$ cat src/rtl/np_trk_pkg.sv
package np_trk_pkg;

  localparam int unsigned NUM_TAGS   = 32;
  localparam int unsigned TAG_W      = $clog2(NUM_TAGS);
  localparam int unsigned DW_W       = 11;
  localparam int unsigned MAX_CPL_DW = 1024;

  localparam logic [3:0] RQ_MEM_RD    = 4'd0;
  localparam logic [3:0] RQ_MEM_RD_LK = 4'd1;
  localparam logic [3:0] RQ_IO_RD     = 4'd2;
  localparam logic [3:0] RQ_IO_WR     = 4'd3;
  localparam logic [3:0] RQ_CFG_RD0   = 4'd4;
  localparam logic [3:0] RQ_CFG_RD1   = 4'd5;
  localparam logic [3:0] RQ_CFG_WR0   = 4'd6;
  localparam logic [3:0] RQ_CFG_WR1   = 4'd7;

  localparam logic [1:0] CP_NODATA    = 2'd0;
  localparam logic [1:0] CP_DATA      = 2'd1;
  localparam logic [1:0] CP_NODATA_LK = 2'd2;
  localparam logic [1:0] CP_DATA_LK   = 2'd3;

  typedef enum logic [1:0] {
    EK_READ  = 2'd0,
    EK_LOCK  = 2'd1,
    EK_WRITE = 2'd2
  } ent_kind_e;

endpackage

$ cat src/rtl/np_trk_classify.sv
module np_trk_classify
  import np_trk_pkg::*;
(
  input  logic [3:0] rtype,
  output logic       needs_entry,
  output ent_kind_e  kind
);
  always_comb begin
    needs_entry = 1'b1;
    kind        = EK_READ;
    case (rtype)
      RQ_MEM_RD, RQ_IO_RD, RQ_CFG_RD0, RQ_CFG_RD1: kind = EK_READ;
      RQ_MEM_RD_LK:                                kind = EK_LOCK;
      RQ_IO_WR, RQ_CFG_WR0, RQ_CFG_WR1:            kind = EK_WRITE;
      default:                                     needs_entry = 1'b0;
    endcase
  end
endmodule

$ cat src/rtl/np_trk_alloc.sv
module np_trk_alloc #(
  parameter int unsigned N = 32,
  localparam int unsigned TW = $clog2(N)
) (
  input  logic [N-1:0]  busy,
  output logic          any_free,
  output logic [TW-1:0] tag
);
  always_comb begin
    any_free = ~&busy;
    tag      = '0;
    for (int i = N - 1; i >= 0; i--) begin
      if (!busy[i]) tag = TW'(i);
    end
  end
endmodule

$ cat src/rtl/np_trk_entry.sv
module np_trk_entry
  import np_trk_pkg::*;
#(
  parameter int unsigned W = 11
) (
  input  logic         clk,
  input  logic         rst_n,
  input  logic         alloc,
  input  ent_kind_e    alloc_kind,
  input  logic [W-1:0] alloc_len,
  input  logic         upd,
  input  logic         retire,
  input  logic [W-1:0] new_rem,
  output logic         valid,
  output ent_kind_e    kind,
  output logic [W-1:0] rem
);
  always_ff @(posedge clk or negedge rst_n) begin
    if (!rst_n) begin
      valid <= 1'b0;
      kind  <= EK_READ;
      rem   <= '0;
    end else if (alloc) begin
      valid <= 1'b1;
      kind  <= alloc_kind;
      rem   <= alloc_len;
    end else if (retire) begin
      valid <= 1'b0;
      rem   <= '0;
    end else if (upd) begin
      rem   <= new_rem;
    end
  end
endmodule

$ cat src/rtl/np_trk_cpl_check.sv
module np_trk_cpl_check
  import np_trk_pkg::*;
#(
  parameter int unsigned W      = 11,
  parameter int unsigned MAX_DW = 1024
) (
  input  logic         ent_valid,
  input  ent_kind_e    ent_kind,
  input  logic [W-1:0] ent_rem,
  input  logic [1:0]   ctype,
  input  logic [2:0]   cstatus,
  input  logic [W-1:0] clen,
  output logic         upd,
  output logic         retire,
  output logic         fail,
  output logic         lock_lost,
  output logic         unexp,
  output logic [W-1:0] new_rem
);
  logic       st_ok;
  logic       len_ok;
  logic [1:0] want_data;
  logic [1:0] want_nodata;

  assign st_ok   = (cstatus == 3'd0);
  assign len_ok  = (clen != '0) && (clen <= ent_rem) && (clen <= W'(MAX_DW));
  assign new_rem = ent_rem - clen;

  always_comb begin
    want_data   = (ent_kind == EK_LOCK) ? CP_DATA_LK : CP_DATA;
    want_nodata = (ent_kind == EK_LOCK) ? CP_NODATA_LK : CP_NODATA;
    upd       = 1'b0;
    retire    = 1'b0;
    fail      = 1'b0;
    lock_lost = 1'b0;
    unexp     = 1'b0;
    if (!ent_valid) begin
      unexp = 1'b1;
    end else if (ent_kind == EK_WRITE) begin
      if (ctype == CP_NODATA) begin
        retire = 1'b1;
        fail   = !st_ok;
      end else begin
        unexp = 1'b1;
      end
    end else if (ctype == want_data && st_ok && len_ok) begin
      upd    = 1'b1;
      retire = (clen == ent_rem);
    end else if (ctype == want_nodata && !st_ok) begin
      retire    = 1'b1;
      fail      = 1'b1;
      lock_lost = (ent_kind == EK_LOCK);
    end else begin
      unexp = 1'b1;
    end
  end
endmodule

$ cat src/rtl/np_tag_tracker.sv
module np_tag_tracker
  import np_trk_pkg::*;
#(
  parameter int unsigned N_TAGS = NUM_TAGS,
  parameter int unsigned LEN_W  = DW_W,
  parameter int unsigned MAX_DW = MAX_CPL_DW,
  localparam int unsigned TW    = $clog2(N_TAGS)
) (
  input  logic             clk,
  input  logic             rst_n,
  input  logic             req_valid,
  output logic             req_ready,
  input  logic [3:0]       req_type,
  input  logic [LEN_W-1:0] req_len,
  output logic [TW-1:0]    req_tag,
  input  logic             cpl_valid,
  output logic             cpl_ready,
  input  logic [1:0]       cpl_type,
  input  logic [TW-1:0]    cpl_tag,
  input  logic [2:0]       cpl_status,
  input  logic [LEN_W-1:0] cpl_len,
  output logic             evt_done,
  output logic [TW-1:0]    evt_tag,
  output logic             evt_fail,
  output logic             evt_lock_lost,
  output logic             evt_unexpected
);
  logic [N_TAGS-1:0] ent_valid;
  ent_kind_e         ent_kind [N_TAGS];
  logic [LEN_W-1:0]  ent_rem  [N_TAGS];

  logic      needs;
  ent_kind_e rq_kind;
  logic      any_free;
  logic      alloc_fire;

  np_trk_classify u_cls (
    .rtype       (req_type),
    .needs_entry (needs),
    .kind        (rq_kind)
  );

  np_trk_alloc #(.N(N_TAGS)) u_alloc (
    .busy     (ent_valid),
    .any_free (any_free),
    .tag      (req_tag)
  );

  assign req_ready  = needs ? any_free : 1'b1;
  assign alloc_fire = req_valid && req_ready && needs;
  assign cpl_ready  = 1'b1;

  logic             c_upd, c_retire, c_fail, c_lock, c_unexp;
  logic [LEN_W-1:0] c_new_rem;

  np_trk_cpl_check #(.W(LEN_W), .MAX_DW(MAX_DW)) u_chk (
    .ent_valid (ent_valid[cpl_tag]),
    .ent_kind  (ent_kind[cpl_tag]),
    .ent_rem   (ent_rem[cpl_tag]),
    .ctype     (cpl_type),
    .cstatus   (cpl_status),
    .clen      (cpl_len),
    .upd       (c_upd),
    .retire    (c_retire),
    .fail      (c_fail),
    .lock_lost (c_lock),
    .unexp     (c_unexp),
    .new_rem   (c_new_rem)
  );

  for (genvar g = 0; g < N_TAGS; g++) begin : g_ent
    logic hit_c;
    assign hit_c = cpl_valid && (cpl_tag == TW'(g));
    np_trk_entry #(.W(LEN_W)) u_ent (
      .clk        (clk),
      .rst_n      (rst_n),
      .alloc      (alloc_fire && (req_tag == TW'(g))),
      .alloc_kind (rq_kind),
      .alloc_len  (req_len),
      .upd        (hit_c && c_upd),
      .retire     (hit_c && c_retire),
      .new_rem    (c_new_rem),
      .valid      (ent_valid[g]),
      .kind       (ent_kind[g]),
      .rem        (ent_rem[g])
    );
  end

  always_ff @(posedge clk or negedge rst_n) begin
    if (!rst_n) begin
      evt_done       <= 1'b0;
      evt_tag        <= '0;
      evt_fail       <= 1'b0;
      evt_lock_lost  <= 1'b0;
      evt_unexpected <= 1'b0;
    end else begin
      evt_done       <= cpl_valid && c_retire;
      evt_tag        <= cpl_tag;
      evt_fail       <= cpl_valid && c_retire && c_fail;
      evt_lock_lost  <= cpl_valid && c_retire && c_lock;
      evt_unexpected <= cpl_valid && c_unexp;
    end
  end

  assert_posted_no_entry_R1: assert property (@(posedge clk) disable iff (!rst_n)
    (req_valid && !needs && !cpl_valid) |=> $stable(ent_valid));

  assert_alloc_free_tag_R2: assert property (@(posedge clk) disable iff (!rst_n)
    alloc_fire |-> !ent_valid[req_tag]);

  assert_alloc_sets_entry_R2: assert property (@(posedge clk) disable iff (!rst_n)
    alloc_fire |=> ent_valid[$past(req_tag)]);

  assert_full_stalls_R3: assert property (@(posedge clk) disable iff (!rst_n)
    (needs && (&ent_valid)) |-> !req_ready);

  assert_retire_frees_R4: assert property (@(posedge clk) disable iff (!rst_n)
    (cpl_valid && c_retire) |=> !ent_valid[$past(cpl_tag)]);

  assert_lock_lost_is_fail_R7: assert property (@(posedge clk) disable iff (!rst_n)
    evt_lock_lost |-> (evt_done && evt_fail));

  assert_unexp_keeps_table_R8: assert property (@(posedge clk) disable iff (!rst_n)
    (cpl_valid && c_unexp && !alloc_fire) |=> $stable(ent_valid));

  assert_one_event_R10: assert property (@(posedge clk) disable iff (!rst_n)
    !(evt_done && evt_unexpected));

endmodule

$ cat config.mk
export PLATFORM = sky130hd
export DESIGN_NAME = np_tag_tracker
export DESIGN_NICKNAME = d
export VERILOG_FILES = /design/src/rtl/np_trk_pkg.sv /design/src/rtl/np_trk_classify.sv /design/src/rtl/np_trk_alloc.sv /design/src/rtl/np_trk_entry.sv /design/src/rtl/np_trk_cpl_check.sv /design/src/rtl/np_tag_tracker.sv
export SDC_FILE = /design/constraint.sdc
export NUM_CORES = 1
export LEC_CHECK = 0
export ABC_AREA = 1
export BUFFER_PORTS_ARGS = -buffer_cell sky130_fd_sc_hd__clkbuf_2
export CAP_MARGIN = 10
export CORE_UTILIZATION = 43
export CTS_CLUSTER_SIZE = 30
export DETAILED_ROUTE_END_ITERATION = 6
export GPL_ROUTABILITY_DRIVEN = 0
export GPL_TIMING_DRIVEN = 1
export PLACE_DENSITY_LB_ADDON = 0.05
export SLEW_MARGIN = 30
export SYNTH_ARGS = -nofsm -noshare
export SYNTH_HDL_FRONTEND = slang
export SYNTH_SLANG_ARGS = --single-unit
export TNS_END_PERCENT = 10
$ cat constraint.sdc
create_clock -name clk -period 4.1 [get_ports clk]
set_input_delay 0.615 -clock clk [delete_from_list [all_inputs] [get_ports clk]]
set_output_delay 0.615 -clock clk [all_outputs]
set_load 0.05 [all_outputs]
==> key figures, run 1 <==
Synthesis
  – Syn_nets: 4526
  – Yosys reg bits: 457
  – Cell variety after synth: 51
  – Top-count cell post-synth: nand2_1
  – Yosys warns: 0
  – Leading area contributor after synthesis: dfrtp_1
  – Post-synth EDFFs: 0
  – Commonest cells post-synth: nand2_1 (1231), inv_1 (751), nand3_1 (504), dfrtp_1 (457), nand4_1 (250)
  – Avg Cell Area, Syn: 6.70 µm²
  – Top cell type's share of synthesized area: 0.381
  – Asr flop ratio synth: 1.00
  – Post-Syn Area: 0.0300 mm²
  – Cells after synthesis: 4474
  – Post-synth top flop: dfrtp_1
  – Synth area leaders: dfrtp_1 (38%), nand2_1 (15%), inv_1 (9.4%), nand3_1 (8.4%), nand4_1 (5.2%)
  – Register area share after synthesis: 0.381

Floorplanning
  – Num rows: 96
  – Die Wd: 266 µm
  – Die area: 0.0708 mm²
  – I/O pin count: 56
  – Die height: 266 µm
  – Initial Util: 0.436
  – Core area: 0.0688 mm²

Worst setup path
  – Worst Path Max Fanout: 7
  – R2R Path Start: g_ent[11].u_ent.rem[3]$_DFFE_PN0P_
  – Register-to-register path setup slack: -0.16 ns
  – Reg2Reg Depth: 27
  – RR Endpoint: g_ent[25].u_ent.rem[10]$_DFFE_PN0P_
  – CP required: 4.63 ns
  – Max stage delay on crit path: 0.28 ns
  – Slowest CP cell: a21oi_4
  – Setup Crit Path Kind: in2reg
  – Critical Path Sink Type: flip-flop
  – Critical path launch point type: primary input
  – Critical Path AT: 4.88 ns

CTS
  – Clk root buf: clkbuf_16
  – CTS Buf Count: 56
  – CTS Sinks: 457
  – Hold buffers post-CTS: 0
  – Worst-path clk slew: 0.06 ns
  – Clk buf depth: 3
  – CTS tree: yes
  – Clock latency at the later pin of the worst-skew pair: 0.65 ns
  – H-tree depth: 2

Timing
  – Final cycle utilization of the critical path: 1.06
  – RSZ-0062 raised after global routing: yes
  – PnR worst setup slack: -0.253 ns
  – Setup TNS: -28.32 ns
  – Minimum clock period: 4.35 ns
  – Slew Viols, Final: 0
  – Final-report setup violation count: 324
  – Final Hold Vio Count: 0
  – Layout Skew: 0.0318 ns
  – Fmax achieved: 230 MHz
  – Relative slew margins: 0.390
  – Worst-Margin Slew: 0.915 ns

Drt
  – WL per Instance: 25.2 µm
  – Final WL: 145000 µm
  – Total number of vias: 33161
  – 1st-iter DRT viols: 4646
  – Pre-antenna DRT Iters: 7
  – DRT antenna net count: 0
  – Residual DRC: 20
  – DR vias/cell: 5.76

Global route
  – Number of global-route vias before repair: 30263
  – Largest net degree at the start of global routing: 91
  – First-pass GRT wire length: 208000 µm
  – GRT Total Usage: 0.403
  – Initial antenna violation count: 0
  – Grt total ovfl: 0

Final layout
  – Final std cells w/o fill: 5756
  – Final Instance Area: 0.0377 mm²
  – Final nets: 4829
  – Share of the core filled with cells: 0.547
  – Area grow syn2layout: 25.6%
  – Share of layout cells above drive strength 1: 0.182
  – FILL cells: 6710

Place
  – Placed Cells: 5608
  – Dpl cell area: 0.0347 mm²
  – IO Port Bufs: 54
  – Dpl hpwl: 102000 µm

Power
  – Switch Pwr: 9.17 mW
  – Power Dens Cells: 551 mW/mm²
  – Sw Share: 0.442
  – Flop pwr share: 0.298
  – Static leakage: 19.8 nW
  – Int Power: 11.6 mW
  – Combinational Power Share: 0.451
  – Peak supply drop: 0.000538 V
  – Clock power share: 0.252

Status
  – Outcome: finished, violations left
  – Failing checks: design-rule violations, negative setup slack

Min path
  – HP Class: in2async

Flow run
  – Maxcap violations: 0
==> routing by layer <==
layer	part of all wire	wire length, µm	track usage	vias to the layer above
met5	0.00014	21	0	-
met1	0.40	57700	0.542	15706
met3	0.11	15400	0.0911	497
met4	0.074	10700	0.254	2
li1	-	-	-	15056
met2	0.42	61000	0.584	1900
==> final cells by class <==
cell class / instances / area [µm²] / area share
Antenna cell: 3 / 7.51 / 0.000199
Clock buffer: 85 / 1680 / 0.0446
Clock inverter: 18 / 209 / 0.00555
Inverter: 764 / 2900 / 0.0769
Multi-Input combinational cell: 2914 / 15000 / 0.398
Sequential cell: 457 / 11400 / 0.304
Tap cell: 931 / 1160 / 0.0309
Timing Repair Buffer: 582 / 5280 / 0.140
Timing Repair inverter: 2 / 12.5 / 0.000332
==> sequential cells by signal, indices dropped and copies added, names as in the netlist <==
name and cells:
g_ent.u_ent.rem 352, g_ent.u_ent.kind 64, g_ent.u_ent.valid 32, evt_tag 5, evt_done 1, evt_fail 1
evt_lock_lost 1, evt_unexpected 1
==> power by group through the flow <==
stage                     logic (mW)  clock network, mW  registers (mW)
after floorplan                 4.55                  0            6.07
after detailed placement        8.69                  0            6.23
after CTS                       8.88               5.26            6.16
final                           9.35               5.22            6.18
after global placement          8.66                  0            6.22
after global routing            9.74               5.44            6.27
==> how the worst max path moves through the flow <==
stage / startpoint / to / slack (ns)
finish: cpl_tag[1] / g_ent[25].u_ent.rem[10]$_DFFE_PN0P_ / -0.25
floorplan: cpl_tag[0] / g_ent[0].u_ent.rem[1]$_DFFE_PN0P_ / -0.23
global placement: cpl_tag[1] / g_ent[28].u_ent.rem[10]$_DFFE_PN0P_ / -1.32
global route: cpl_tag[1] / g_ent[4].u_ent.rem[6]$_DFFE_PN0P_ / -0.44
CTS: cpl_tag[1] / g_ent[25].u_ent.rem[10]$_DFFE_PN0P_ / -0.11
detailed placement: cpl_tag[1] / g_ent[28].u_ent.rem[10]$_DFFE_PN0P_ / -1.30
==> metrics by stage <==
step / setup WS (ns) / power [mW] / hold slack, ns
final: -0.253 / 20.8 / 0.0237
after CTS: -0.113 / 20.3 / 0.0610
after detailed placement: -1.30 / 14.9 / 0.466
after global placement: -1.32 / 14.9 / 0.465
after global routing: -0.436 / 21.5 / 0.0833
after floorplan: -0.234 / 10.6 / 0.319
==> layout by cell type (no fill, tap or decap), types with 17 or more instances in the layout <==
cell	n
a21oi_1	20
nor2_2	29
clkbuf_2	50
buf_4	425
nand2_1	1211
nor2_1	178
nand4_1	250
nor2_4	18
nand3_2	22
nand2_2	25
buf_6	28
o22ai_1	80
a22oi_1	64
o21bai_1	78
nand3_1	488
dfrtp_1	457
nand3b_1	17
o21ai_1	47
inv_1	736
o21ai_0	215
buf_12	65
o221ai_1	30
clkbuf_16	60
==> logic make-up after synthesis <==
kind of cell / share of synthesized area
and+or+nand+nor: 0.339
buffers and inverters: 0.144
AOI/OAI and AO/OA: 0.128
DFF: 0.381
adders and majority gates: 0.00526
xor gates and xnor gates: 0.00292
other: 0.000125
==> worst max-delay path, delay by kind of cell <==
kind | cells | cell delay (ns)
AO/OA/AOI/OAI | 13 | 2.27
XOR/XNOR | 1 | 0.20
adder cells (fa/ha/maj) | 2 | 0.43
buffers and inverters | 9 | 0.94
AND/OR/NAND/NOR | 6 | 0.37
==> what timing repair did <==
item,in CTS,in global routing
gates resized for setup,94,101
pin swaps,24,32
buffers inserted,11,23
setup endpoints to repair,373,368
cloned,2,6
Power figures use the tool's default switching activity.
==> inputs of run 2 (changes only) <==
- CTS_BUF_LIST: default -> sky130_fd_sc_hd__clkbuf_4
- clock period: 4.1 -> 3.8 ns (I/O delays scaled with it)
==> run 2 against run 1 <==
The run ends with negative setup slack left. Clock power fell by 5.2%. Sequential power is 8.4% higher. Sequential share of layout area is 1.3 points lower. Clock-buffer cell count rose by 118. Power rose by 11%. Global-route usage up 1.3 points.
==> key figures, run 2 (synthesized netlist as in run 1, its figures left out) <==
Drt
  – Pre-antenna DRT Iters: 6 (-1)
  – Uppermost routed layer: met5
  – Metal2 WL: 63200 µm (+3.5%)
  – WL per Instance: 24.8 µm (-1.3%)
  – Residual DRC: 0 (-100%)
  – Routed wl met3: 16800 µm (+8.7%)
  – Final WL: 149000 µm (+2.6%)
  – 1st-iter DRT viols: 4482 (-3.5%)
  – DR vias/cell: 5.73 (-0.47%)
  – M1 wire length: 57500 µm (-0.34%)
  – Total number of vias: 34290 (+3.4%)
  – DRT antenna net count: 0 (unchanged)

Power
  – Power Dens Cells: 583 mW/mm² (+5.7%)
  – Combinational Power Share: 0.492 (+0.041)
  – Switch Pwr: 10.4 mW (+14%)
  – Clock power share: 0.216 (-0.036)
  – Flop pwr share: 0.292 (-0.006)
  – Int Power: 12.5 mW (+7.9%)
  – Peak supply drop: 0.000494 V (-8.1%)
  – Sw Share: 0.455 (+0.0132)
  – Static leakage: 20.7 nW (+4.7%)

Worst setup path
  – Reg2Reg Depth: 27 (unchanged)
  – Critical Path AT: 5.36 ns (+0.48 ns)
  – CP required: 4.71 ns (+0.08 ns)
  – Max stage delay on crit path: 0.52 ns (+0.24 ns)
  – Slowest CP cell: dfrtp_2
  – Setup Crit Path Kind: reg2reg
  – Critical Path Sink Type: flip-flop
  – Critical path launch point type: flip-flop
  – Worst Path Max Fanout: 7 (unchanged)
  – Register-to-register path setup slack: -0.65 ns (-0.49 ns)

Timing
  – RSZ-0062 raised after global routing: yes
  – Setup TNS: -120.20 ns (-91.88 ns)
  – Relative slew margins: 0.346 (-0.0438)
  – Minimum clock period: 4.45 ns
  – Slew Viols, Final: 0 (unchanged)
  – Fmax achieved: 225 MHz
  – Worst-Margin Slew: 0.977 ns (+0.0620 ns)
  – Final-report setup violation count: 356 (+9.9%)
  – Layout Skew: 0.0611 ns (+0.0293 ns)
  – Final cycle utilization of the critical path: 1.17
  – Final Hold Vio Count: 0 (unchanged)
  – PnR worst setup slack: -0.648 ns (-0.395 ns)

Final layout
  – Final Instance Area: 0.0394 mm² (+4.5%)
  – Top reg by flops: g_ent.u_ent.rem
  – Final nets: 5007 (+3.7%)
  – Max reg flops: 352 (unchanged)
  – Area grow syn2layout: 31.3%
  – Largest regs: g_ent.u_ent.rem (352), g_ent.u_ent.kind (64), g_ent.u_ent.valid (32)
  – Commonest non-fill, non-tap cell in the layout: nand2_1
  – Share of layout cells above drive strength 1: 0.244 (+0.0625)
  – Commonest cells after routing, fill and taps aside: nand2_1 (1154), inv_1 (715), nand3_1 (455), dfrtp_1 (455), buf_4 (452)

Global route
  – GRT Total Usage: 0.416 (+0.0127)
  – Grt total ovfl: 0 (unchanged)
  – Number of global-route vias before repair: 31540 (+4.2%)
  – Initial antenna violation count: 7 (+7)
  – Largest net degree at the start of global routing: 88 (-3.3%)
  – First-pass GRT wire length: 213000 µm (+2.2%)

Floorplanning
  – I/O pin count: 56 (unchanged)
  – Initial Util: 0.436 (unchanged)
  – Die area: 0.0708 mm² (unchanged)
  – Core area: 0.0688 mm² (unchanged)
  – Die Wd: 266 µm (unchanged)
  – Num rows: 96 (unchanged)
  – Die height: 266 µm (unchanged)

CTS
  – CTS Sinks: 457 (unchanged)
  – Clk buf depth: 3 (unchanged)
  – Clk root buf: clkbuf_4
  – CTS Buf Count: 141 (+150%)
  – Worst-path clk slew: 0.06 ns (about the same)
  – CTS tree: yes
  – H-tree depth: 4 (+2)
  – Clock latency at the later pin of the worst-skew pair: 1.04 ns (+0.39 ns)

Place
  – IO Port Bufs: 54 (unchanged)
  – Dpl hpwl: 103000 µm (+0.92%)
  – Dpl cell area: 0.0355 mm² (+2.4%)

Min path
  – WHS Path Cells: 6
  – HP Class: in2reg

Flow run
  – Maxcap violations: 0 (unchanged)

Status
  – Outcome: finished, violations left
  – Failing checks: negative setup slack
[run 2: cell types whose count changed in the layout (fill, tap and decap cells not counted), sizes merged, moves of 3 or more]
cell         change
clkbuf         +117
buf             +81
diode            +5
clkinv           +8
nand2            +3
dlygate4sd3      +8
[run 2: metrics by stage]
step	hold slack, ns	setup slack, ns	total power [mW]	util	std cells
after floorplan	0.274	-0.489	11.5	-	4474
after global routing	0.110	-0.783	23.8	0.572	5976
after global placement	0.465	-1.48	16.6	0.516	5679
after detailed placement	0.466	-1.53	16.6	0.516	5679
after CTS	0.0184	-0.433	22.2	0.557	5945
final	0.0838	-0.648	22.9	0.572	5980
[run 2: critical path: cells and delay by family, from the launching register on]
kind	cells	cell delay [ns]
fa+ha+maj	2	0.45
buf+inv	6	0.74
flops	1	0.52
compound gates	13	2.16
xor+xnor	1	0.20
simple gates	5	0.28
[run 2: path summary, 6_finish.rpt]
path                                                     start                                   to
max                          g_ent[9].u_ent.rem[0]$_DFFE_PN0P_  g_ent[29].u_ent.rem[10]$_DFFE_PN0P_
min                                                cpl_type[1]                   evt_fail$_DFF_PN0_
max reg2reg                  g_ent[9].u_ent.rem[0]$_DFFE_PN0P_  g_ent[29].u_ent.rem[10]$_DFFE_PN0P_
min reg2reg                g_ent[17].u_ent.rem[10]$_DFFE_PN0P_  g_ent[17].u_ent.rem[10]$_DFFE_PN0P_
max in group asynchronous                                rst_n   g_ent[7].u_ent.rem[10]$_DFFE_PN0P_
min in group asynchronous                                rst_n   g_ent[22].u_ent.rem[1]$_DFFE_PN0P_
[run 2: what timing repair did]
action | in CTS | in global routing
cloned | 6 | 8
gates resized for setup | 242 | 232
hold buffers | 8 | 0
buffers inserted | 25 | 27
setup endpoints to repair | 371 | 392
endpoints found under the hold margin | 107 | 0
pin swaps | 82 | 141
[run 2: power by group through the flow]
stage / sequential (mW) / clock, mW / combinational (mW)
6_report: 6.70 / 4.95 / 11.3
5_1_grt: 6.80 / 5.26 / 11.7
4_1_cts: 6.66 / 5.02 / 10.5
3_5_place_dp: 6.72 / 0 / 9.90
3_3_place_gp: 6.71 / 0 / 9.84
2_1_floorplan: 6.55 / 0 / 4.91
[run 2: area by class of cell]
cell class,instances,area [µm²]
Sequential cell,457,11400
Fill cell,6707,29500
Antenna cell,8,20.0
Multi-Input combinational cell,2918,15700
Tap cell,931,1160
Clock buffer,203,1520
Inverter,764,2950
Clock inverter,26,165
Timing Repair Buffer,669,6370
Timing Repair inverter,4,36.3
[run 2: routing by layer]
metal  global-route usage  up-vias
met5                    0        -
met4                0.277        2
met3                0.106      545
met2                0.614     2098
met1                0.535    16132
li1                     -    15513
